### src/rtl/rdimm_cw_pkg.sv
package rdimm_cw_pkg;
  typedef enum logic [2:0] {
    S_IDLE, S_INIT, S_PICK, S_GAP, S_SEND, S_STAB, S_DONE
  } seq_state_t;

  localparam logic [3:0] WORD_SPEED = 4'd10;
  localparam logic [3:0] WORD_LAST  = 4'd15;
  localparam logic [3:0] VAL_W0     = 4'h2;
  localparam logic [3:0] VAL_W1_SR  = 4'hC;
  localparam logic [3:0] VAL_W9     = 4'hD;
endpackage

### src/rtl/rdimm_cw_timer.sv
module rdimm_cw_timer #(
  parameter int W = 5
) (
  input  logic         clk_i,
  input  logic         rst_ni,
  input  logic         load_i,
  input  logic [W-1:0] val_i,
  output logic         expired_o
);
  logic [W-1:0] cnt_q;

  always_ff @(posedge clk_i or negedge rst_ni) begin
    if (!rst_ni)              cnt_q <= '0;
    else if (load_i)          cnt_q <= val_i;
    else if (cnt_q != '0)     cnt_q <= cnt_q - 1'b1;
  end

  assign expired_o = (cnt_q == '0);
endmodule

### src/rtl/rdimm_cw_pair_scan.sv
module rdimm_cw_pair_scan #(
  parameter int NUM_PAIRS = 4,
  parameter int PAIR_W    = 3
) (
  input  logic [2*NUM_PAIRS-1:0] mask_i,
  input  logic [PAIR_W-1:0]      from_i,
  output logic                   found_o,
  output logic [PAIR_W-1:0]      idx_o
);
  logic [NUM_PAIRS-1:0] hit;

  for (genvar p = 0; p < NUM_PAIRS; p++) begin : g_hit
    assign hit[p] = (|mask_i[2*p +: 2]) && (PAIR_W'(p) >= from_i);
  end

  // lowest qualifying pair wins
  always_comb begin
    found_o = 1'b0;
    idx_o   = '0;
    for (int p = NUM_PAIRS - 1; p >= 0; p--) begin
      if (hit[p]) begin
        found_o = 1'b1;
        idx_o   = PAIR_W'(p);
      end
    end
  end
endmodule

### src/rtl/rdimm_cw_value.sv
module rdimm_cw_value
  import rdimm_cw_pkg::*;
#(
  parameter int NUM_PAIRS = 4,
  parameter int DIMM_W    = 2,
  parameter int IN_W      = 8
) (
  input  logic [3:0]              word_i,
  input  logic [DIMM_W-1:0]       dimm_i,
  input  logic                    freq_i,
  input  logic [1:0]              speed_i,
  input  logic [NUM_PAIRS-1:0]    single_rank_i,
  input  logic [NUM_PAIRS*IN_W-1:0] rc2_i,
  input  logic [NUM_PAIRS*IN_W-1:0] rc3_i,
  input  logic [NUM_PAIRS*IN_W-1:0] rc4_i,
  input  logic [NUM_PAIRS*IN_W-1:0] rc5_i,
  input  logic [NUM_PAIRS*IN_W-1:0] rc8_i,
  output logic [3:0]              val_o
);
  logic [IN_W-1:0] f2, f3, f4, f5, f8;
  logic            unused_fields;

  assign f2 = rc2_i[dimm_i*IN_W +: IN_W];
  assign f3 = rc3_i[dimm_i*IN_W +: IN_W];
  assign f4 = rc4_i[dimm_i*IN_W +: IN_W];
  assign f5 = rc5_i[dimm_i*IN_W +: IN_W];
  assign f8 = rc8_i[dimm_i*IN_W +: IN_W];
  assign unused_fields = ^{f2, f3, f4, f5, f8};

  always_comb begin
    unique case (word_i)
      4'd0:    val_o = VAL_W0;
      4'd1:    val_o = single_rank_i[dimm_i] ? VAL_W1_SR : 4'h0;
      4'd2:    val_o = f2[3:0];
      4'd3:    val_o = f3[3:0];
      4'd4:    val_o = f4[3:0];
      4'd5:    val_o = f5[3:0];
      4'd8:    val_o = f8[3:0];
      4'd9:    val_o = VAL_W9;
      4'd10:   val_o = freq_i ? {2'b00, speed_i} : 4'h0;
      default: val_o = 4'h0;
    endcase
  end
endmodule

### src/rtl/rdimm_cw_encode.sv
module rdimm_cw_encode #(
  parameter int ADDR_W = 16
) (
  input  logic [3:0]        word_i,
  input  logic [3:0]        val_i,
  output logic [2:0]        bank_o,
  output logic [ADDR_W-1:0] addr_o
);
  // word -> {BA2, A2..A0}, value -> {BA1, BA0, A4, A3}
  always_comb begin
    bank_o      = {word_i[3], val_i[3:2]};
    addr_o      = '0;
    addr_o[2:0] = word_i[2:0];
    addr_o[4:3] = val_i[1:0];
  end
endmodule

### src/rtl/rdimm_cw_seq.sv
module rdimm_cw_seq
  import rdimm_cw_pkg::*;
#(
  parameter int NUM_CS   = 8,
  parameter int ADDR_W   = 16,
  parameter int IN_W     = 8,
  parameter int INIT_CYC = 16,
  parameter int GAP_CYC  = 8,
  parameter int STAB_CYC = 12,
  localparam int NUM_PAIRS = NUM_CS / 2
) (
  input  logic                      clk_i,
  input  logic                      rst_ni,
  input  logic                      start_i,
  input  logic                      freq_mode_i,
  input  logic [1:0]                speed_i,
  input  logic [NUM_CS-1:0]         cs_present_i,
  input  logic [NUM_PAIRS-1:0]      single_rank_i,
  input  logic [NUM_PAIRS*IN_W-1:0] rc2_i,
  input  logic [NUM_PAIRS*IN_W-1:0] rc3_i,
  input  logic [NUM_PAIRS*IN_W-1:0] rc4_i,
  input  logic [NUM_PAIRS*IN_W-1:0] rc5_i,
  input  logic [NUM_PAIRS*IN_W-1:0] rc8_i,
  input  logic                      cmd_ack_i,
  output logic                      cmd_send_o,
  output logic [2:0]                bank_o,
  output logic [ADDR_W-1:0]         addr_o,
  output logic [NUM_CS-1:0]         cs_en_o,
  output logic                      busy_o,
  output logic                      done_o
);
  localparam int DIMM_W  = (NUM_PAIRS > 1) ? $clog2(NUM_PAIRS) : 1;
  localparam int PAIR_W  = DIMM_W + 1;
  localparam int MAX_CYC = (INIT_CYC > GAP_CYC) ? ((INIT_CYC > STAB_CYC) ? INIT_CYC : STAB_CYC)
                                                : ((GAP_CYC > STAB_CYC) ? GAP_CYC : STAB_CYC);
  localparam int TMR_W   = $clog2(MAX_CYC + 1);
  localparam logic [TMR_W-1:0] INIT_LD = TMR_W'(INIT_CYC - 1);
  localparam logic [TMR_W-1:0] GAP_LD  = TMR_W'(GAP_CYC - 1);
  localparam logic [TMR_W-1:0] STAB_LD = TMR_W'(STAB_CYC - 1);

  seq_state_t          state_q, state_d;
  logic [PAIR_W-1:0]   pair_q, pair_d;
  logic [3:0]          word_q, word_d;
  logic [NUM_CS-1:0]   mask_q, mask_d;
  logic                freq_q, freq_d;
  logic [1:0]          speed_q, speed_d;
  logic                send_q, send_d;
  logic [2:0]          bank_q, bank_d;
  logic [ADDR_W-1:0]   addr_q, addr_d;
  logic [NUM_CS-1:0]   cs_q, cs_d;

  logic                tmr_ld, tmr_exp;
  logic [TMR_W-1:0]    tmr_val;
  logic                found;
  logic [PAIR_W-1:0]   found_idx;
  logic [3:0]          cur_val;
  logic [2:0]          enc_bank;
  logic [ADDR_W-1:0]   enc_addr;
  logic                advance, last_word;
  logic [3:0]          next_word;

  rdimm_cw_timer #(.W(TMR_W)) u_timer (
    .clk_i    (clk_i),
    .rst_ni   (rst_ni),
    .load_i   (tmr_ld),
    .val_i    (tmr_val),
    .expired_o(tmr_exp)
  );

  rdimm_cw_pair_scan #(.NUM_PAIRS(NUM_PAIRS), .PAIR_W(PAIR_W)) u_scan (
    .mask_i (mask_q),
    .from_i (pair_q),
    .found_o(found),
    .idx_o  (found_idx)
  );

  rdimm_cw_value #(.NUM_PAIRS(NUM_PAIRS), .DIMM_W(DIMM_W), .IN_W(IN_W)) u_value (
    .word_i       (word_q),
    .dimm_i       (pair_q[DIMM_W-1:0]),
    .freq_i       (freq_q),
    .speed_i      (speed_q),
    .single_rank_i(single_rank_i),
    .rc2_i        (rc2_i),
    .rc3_i        (rc3_i),
    .rc4_i        (rc4_i),
    .rc5_i        (rc5_i),
    .rc8_i        (rc8_i),
    .val_o        (cur_val)
  );

  rdimm_cw_encode #(.ADDR_W(ADDR_W)) u_enc (
    .word_i(word_q),
    .val_i (cur_val),
    .bank_o(enc_bank),
    .addr_o(enc_addr)
  );

  assign last_word = freq_q || (word_q == WORD_LAST);
  assign next_word = (word_q == 4'd5) ? 4'd8 : word_q + 4'd1;  // skip reserved 6, 7

  always_comb begin
    state_d = state_q;
    pair_d  = pair_q;
    word_d  = word_q;
    mask_d  = mask_q;
    freq_d  = freq_q;
    speed_d = speed_q;
    send_d  = send_q;
    bank_d  = bank_q;
    addr_d  = addr_q;
    cs_d    = cs_q;
    tmr_ld  = 1'b0;
    tmr_val = '0;
    advance = 1'b0;

    unique case (state_q)
      S_IDLE: if (start_i) begin
        mask_d  = cs_present_i;
        freq_d  = freq_mode_i;
        speed_d = speed_i;
        pair_d  = '0;
        if (cs_present_i == '0) state_d = S_DONE;
        else if (freq_mode_i)   state_d = S_PICK;
        else begin
          state_d = S_INIT;
          tmr_ld  = 1'b1;
          tmr_val = INIT_LD;
        end
      end
      S_INIT: if (tmr_exp) state_d = S_PICK;
      S_PICK: begin
        if (found) begin
          pair_d  = found_idx;
          word_d  = freq_q ? WORD_SPEED : 4'd0;
          tmr_ld  = 1'b1;
          tmr_val = GAP_LD;
          state_d = S_GAP;
        end else if (freq_q) begin
          state_d = S_DONE;
        end else begin
          tmr_ld  = 1'b1;
          tmr_val = STAB_LD;
          state_d = S_STAB;
        end
      end
      S_GAP: if (tmr_exp) begin
        if (freq_q && speed_q == 2'd0) begin
          advance = 1'b1;
        end else begin
          send_d  = 1'b1;
          bank_d  = enc_bank;
          addr_d  = enc_addr;
          cs_d    = NUM_CS'(2'b11) << {pair_q, 1'b0};
          state_d = S_SEND;
        end
      end
      S_SEND: if (cmd_ack_i) begin
        send_d  = 1'b0;
        bank_d  = '0;
        addr_d  = '0;
        cs_d    = '0;
        advance = 1'b1;
      end
      S_STAB: if (tmr_exp) state_d = S_DONE;
      S_DONE: state_d = S_IDLE;
      default: state_d = S_IDLE;
    endcase

    if (advance) begin
      if (last_word) begin
        pair_d  = pair_q + 1'b1;
        state_d = S_PICK;
      end else begin
        word_d  = next_word;
        tmr_ld  = 1'b1;
        tmr_val = GAP_LD;
        state_d = S_GAP;
      end
    end
  end

  always_ff @(posedge clk_i or negedge rst_ni) begin
    if (!rst_ni) begin
      state_q <= S_IDLE;
      pair_q  <= '0;
      word_q  <= '0;
      mask_q  <= '0;
      freq_q  <= 1'b0;
      speed_q <= '0;
      send_q  <= 1'b0;
      bank_q  <= '0;
      addr_q  <= '0;
      cs_q    <= '0;
    end else begin
      state_q <= state_d;
      pair_q  <= pair_d;
      word_q  <= word_d;
      mask_q  <= mask_d;
      freq_q  <= freq_d;
      speed_q <= speed_d;
      send_q  <= send_d;
      bank_q  <= bank_d;
      addr_q  <= addr_d;
      cs_q    <= cs_d;
    end
  end

  assign cmd_send_o = send_q;
  assign bank_o     = bank_q;
  assign addr_o     = addr_q;
  assign cs_en_o    = cs_q;
  assign busy_o     = (state_q != S_IDLE);
  assign done_o     = (state_q == S_DONE);
endmodule

### config.mk
export PLATFORM = sky130hd
export DESIGN_NAME = rdimm_cw_seq
export DESIGN_NICKNAME = d
export VERILOG_FILES = /design/src/rtl/rdimm_cw_pkg.sv /design/src/rtl/rdimm_cw_timer.sv /design/src/rtl/rdimm_cw_pair_scan.sv /design/src/rtl/rdimm_cw_value.sv /design/src/rtl/rdimm_cw_encode.sv /design/src/rtl/rdimm_cw_seq.sv
export SDC_FILE = /design/constraint.sdc
export NUM_CORES = 1
export LEC_CHECK = 0
export ABC_AREA = 1
export BUFFER_PORTS_ARGS = -buffer_cell sky130_fd_sc_hd__buf_4
export CAP_MARGIN = 30
export CORE_MARGIN = 4
export CORE_UTILIZATION = 46
export CTS_CLUSTER_SIZE = 16
export DETAILED_ROUTE_END_ITERATION = 16
export GPL_TIMING_DRIVEN = 0
export PLACE_DENSITY = 0.89
export SLEW_MARGIN = 5
export SYNTH_ARGS = -nofsm -noshare
export SYNTH_HDL_FRONTEND = slang
export SYNTH_SLANG_ARGS = --single-unit
export TNS_END_PERCENT = 100
### constraint.sdc
create_clock -name clk_i -period 3.7 [get_ports clk_i]
set_clock_uncertainty 0.1 [all_clocks]
set_input_delay 0 -clock clk_i [delete_from_list [all_inputs] [get_ports clk_i]]
set_output_delay 0 -clock clk_i [all_outputs]
set_load 0.02 [all_outputs]
==> results.py <==
metrics = {
    "clock_network": {
        "clock_latency_ns": 0.29,
        "cts_tree": "built",
        "clkSlewWorstSetupHoldPaths_ns": 0.07,
        "h-tree-depth": 2,
        "cts_resized": 0,
        "clock_path_buffers": 2,
        "root_buffer": "clkbuf_8",
        "cts-buffers-inserted": 5,
        "cts.sinks": 39,
    },
    "setup_path": {
        "crit_fanout": 11,
        "worstReg2RegStart": "pair_q[0]$_DFF_PN0_",
        "path_cells": "inv_1, clkbuf_1, ha_1, o221ai_1, nand4_2, nand2_1, nand2_2, nor3_2, o21ai_0",
        "cp-end-kind": "flip-flop",
        "crit_buf_inv": 2,
        "cp.required_ns": 3.76,
        "cp.arrival_ns": 2.58,
        "regToRegSetupSlack_ns": 1.17,
        "worst_r2r_endpoint": "u_timer.cnt_q[0]$_DFFE_PN0P_",
        "worst-r2r-cell-count": 9,
        "crit_type": "reg -> reg",
        "cp_slowest_stage_delay_ns": 0.51,
        "cp_slowest_cell": "dfrtp_1",
        "startpoint_type": "flip-flop",
        "cp_top_family": "simple AND/OR/NAND/NOR gates",
    },
    "floorplanning": {
        "pin_count": 209,
        "dieArea_um2": 8017,
        "core.rowCount": 29,
        "core-area_um2": 6386,
        "die_w_um": 89.54,
        "initial_core_util_pct": 47.88,
        "die_y_um": 89.54,
    },
    "routing": {
        "drcViolationCount": 0,
        "drt_iter0_drc": 167,
        "vias": 3615,
        "wl_mm": 9.696,
        "first_pass_iters": 5,
        "viasPerCell": 5.172,
        "wl_per_cell_um": 13.87,
        "ant_nets": 0,
    },
    "status": {
        "status": "finished clean",
    },
    "timing": {
        "hold_viol_final": 0,
        "max_slew_margin_pct": 65.58,
        "setup_tns_ns": 0,
        "finalCritPeriodShare_pct": 68.31,
        "setup-violations-final": 0,
        "period_needed_ns": 2.527,
        "tightest_slew_ns": 0.5145,
        "fmax_mhz": 395.7,
        "holdWs_ns": 0.06441,
        "rsz0062_at_grt": "no",
        "drv_slew": 0,
    },
    "global_routing": {
        "grt.overflow.total": 0,
        "grt_first_pass_wirelength_mm": 14.88,
        "antenna_found_initial": 0,
        "grtUsageTotal_pct": 23.55,
        "grt_max_degree": 40,
        "grt_pass1_vias": 3397,
    },
    "placed_design": {
        "gp_congestion": 0.9110,
        "place_hpwl_mm": 7.559,
        "place_inst": 679,
        "place_area_um2": 4070,
        "io_buffers": 117,
    },
    "yosys": {
        "syn_area_um2": 3058,
        "ys_warn_count": 0,
        "synth_top_cell_area_share_pct": 31.91,
        "synth_area_leaders": "dfrtp_1 (32%), nand2_1 (21%), nand3_1 (9.2%), nor2_1 (5.6%), buf_4 (5.2%)",
        "ys_seq_elements": 39,
        "syn-instance-count": 475,
        "yosysUniqueCellTypes": 36,
        "yosys.area.top_type": "dfrtp_1",
        "syn-mean-instance-area_um2": 6.438,
        "synth-seq-area-share_pct": 31.91,
    },
    "power": {
        "design_power_total_w": 0.002610,
        "p_leak_nw": 2.360,
        "ir_worst_vdd_mv": 0.4068,
        "power_density_nw_per_um2": 611.1,
    },
    "hold_path": {
        "hp-start": "rc3_i[24]",
        "holdPathStages": 7,
        "min_to": "addr_o[3]$_DFFE_PN0P_",
        "min_path_type": "in -> reg",
    },
    "flow_run": {
        "maxCapViolations": 0,
    },
    "finish": {
        "design_area_um2": 4272,
        "final_cells": 699,
        "final_nets": 807,
        "layout-drive-gt1-share_pct": 27.17,
        "antenna_cells": 0,
        "area_growth_pct": 39.69,
        "fill_cells": 564,
    },
}
[final cells by class]
| cell class | count | area, µm² | area share [%] |
|---|---|---|---|
| repair buffers | 129 | 998.5 | 23.37 |
| multi-input cells | 376 | 1764 | 41.30 |
| clock buffers | 7 | 76.32 | 1.787 |
| well taps | 77 | 96.34 | 2.255 |
| clock inverters | 1 | 5.005 | 0.1172 |
| flip-flops and latches | 39 | 975.9 | 22.85 |
| inverters | 40 | 150.1 | 3.515 |
| plain buffers | 30 | 205.2 | 4.804 |
[synthesized netlist by cell type (all sizes together)]
master  count
a211oi      3
a21oi       8
a22oi       1
a31oi       3
buf        27
clkbuf      3
clkinv      1
conb        1
dfrtp      39
ha          7
inv        39
mux2        3
nand2     172
nand3      56
nand3b      2
nand4       6
nor2       53
nor3        9
o211ai      1
o21ai      32
o21bai      1
o221ai      2
o22ai       2
o31ai       1
o32ai       1
xnor2       1
xor2        1
[state kept, by name, indices dropped and copies added (netlist names)]
register and flops:
mask_q 8, addr_o 5, u_timer.cnt_q 5, cs_en_o 4, word_q 4, bank_o 3, pair_q 3, state_q 3
speed_q 2, cmd_send_o 1, freq_q 1
[per-stage QoR]
step	util [%]	worst slack, ns
after global routing	66.89	0.9137
after global placement	63.73	1.254
final	66.89	1.173
after floorplan	-	1.670
after CTS	66.89	1.161
after detailed placement	63.73	1.181
[layout by cell type (no fill, tap or decap), types with 7 or more instances in the layout]
master	n
nor2_1	46
ha_1	7
a21oi_1	8
nand2_1	169
dlygate4sd3_1	12
o21ai_0	31
conb_1	11
dfrtp_1	39
inv_1	36
nand3_1	56
buf_4	138
nor3_1	7
[layer usage]
layer | up-vias | wire [µm] | GRT usage (%)
met5 | - | 0 | 0
met2 | 155 | 4868 | 43.94
li1 | 1806 | - | -
met3 | 15 | 924 | 4.608
met4 | 0 | 159 | 7.442
met1 | 1639 | 3743 | 26.77
[where the power goes]
part	switching, W	leakage (nW)	internal (W)
Clock	0.000141	0.0422	0.000132
Sequential	0.000139	0.496	0.000600
Combinational	0.000985	1.82	0.000612
[worst min-delay path: stages]
cell	delay, ns
buf_4	0.08
a211oi_1	0.05
nor2_1	0.08
nand2_1	0.05
nand2_1	0.05
nand2_1	0.05
nand2_1	0.06
[how the worst max path moves through the flow]
stage,start,to,slack (ns),cells after the start
after floorplan,pair_q[0]$_DFF_PN0_,u_timer.cnt_q[0]$_DFFE_PN0P_,1.67,9
after global placement,pair_q[0]$_DFF_PN0_,u_timer.cnt_q[0]$_DFFE_PN0P_,1.25,9
after detailed placement,pair_q[0]$_DFF_PN0_,u_timer.cnt_q[0]$_DFFE_PN0P_,1.18,9
after CTS,pair_q[0]$_DFF_PN0_,u_timer.cnt_q[0]$_DFFE_PN0P_,1.16,9
after global routing,pair_q[0]$_DFF_PN0_,u_timer.cnt_q[0]$_DFFE_PN0P_,0.91,9
final,pair_q[0]$_DFF_PN0_,u_timer.cnt_q[0]$_DFFE_PN0P_,1.17,9
[cells by family after synthesis]
kind of cell	Yosys count	synth area share, %
AND/OR/NAND/NOR	298	41.65
other	1	0.1226
buffers and inverters	70	11.62
AO/OA/AOI/OAI	55	10.15
multiplexers	3	1.105
flip-flops	39	31.92
XOR/XNOR	2	0.5729
adder cells (fa/ha/maj)	7	2.864
[timing repair]
action                                  4_1_cts  5_1_grt
hold endpoints to repair                     50        0
hold buffers                                 12        0
buffers inserted                              0        0
endpoints found under the setup margin        0        0
(Power assumes the default switching activity.)
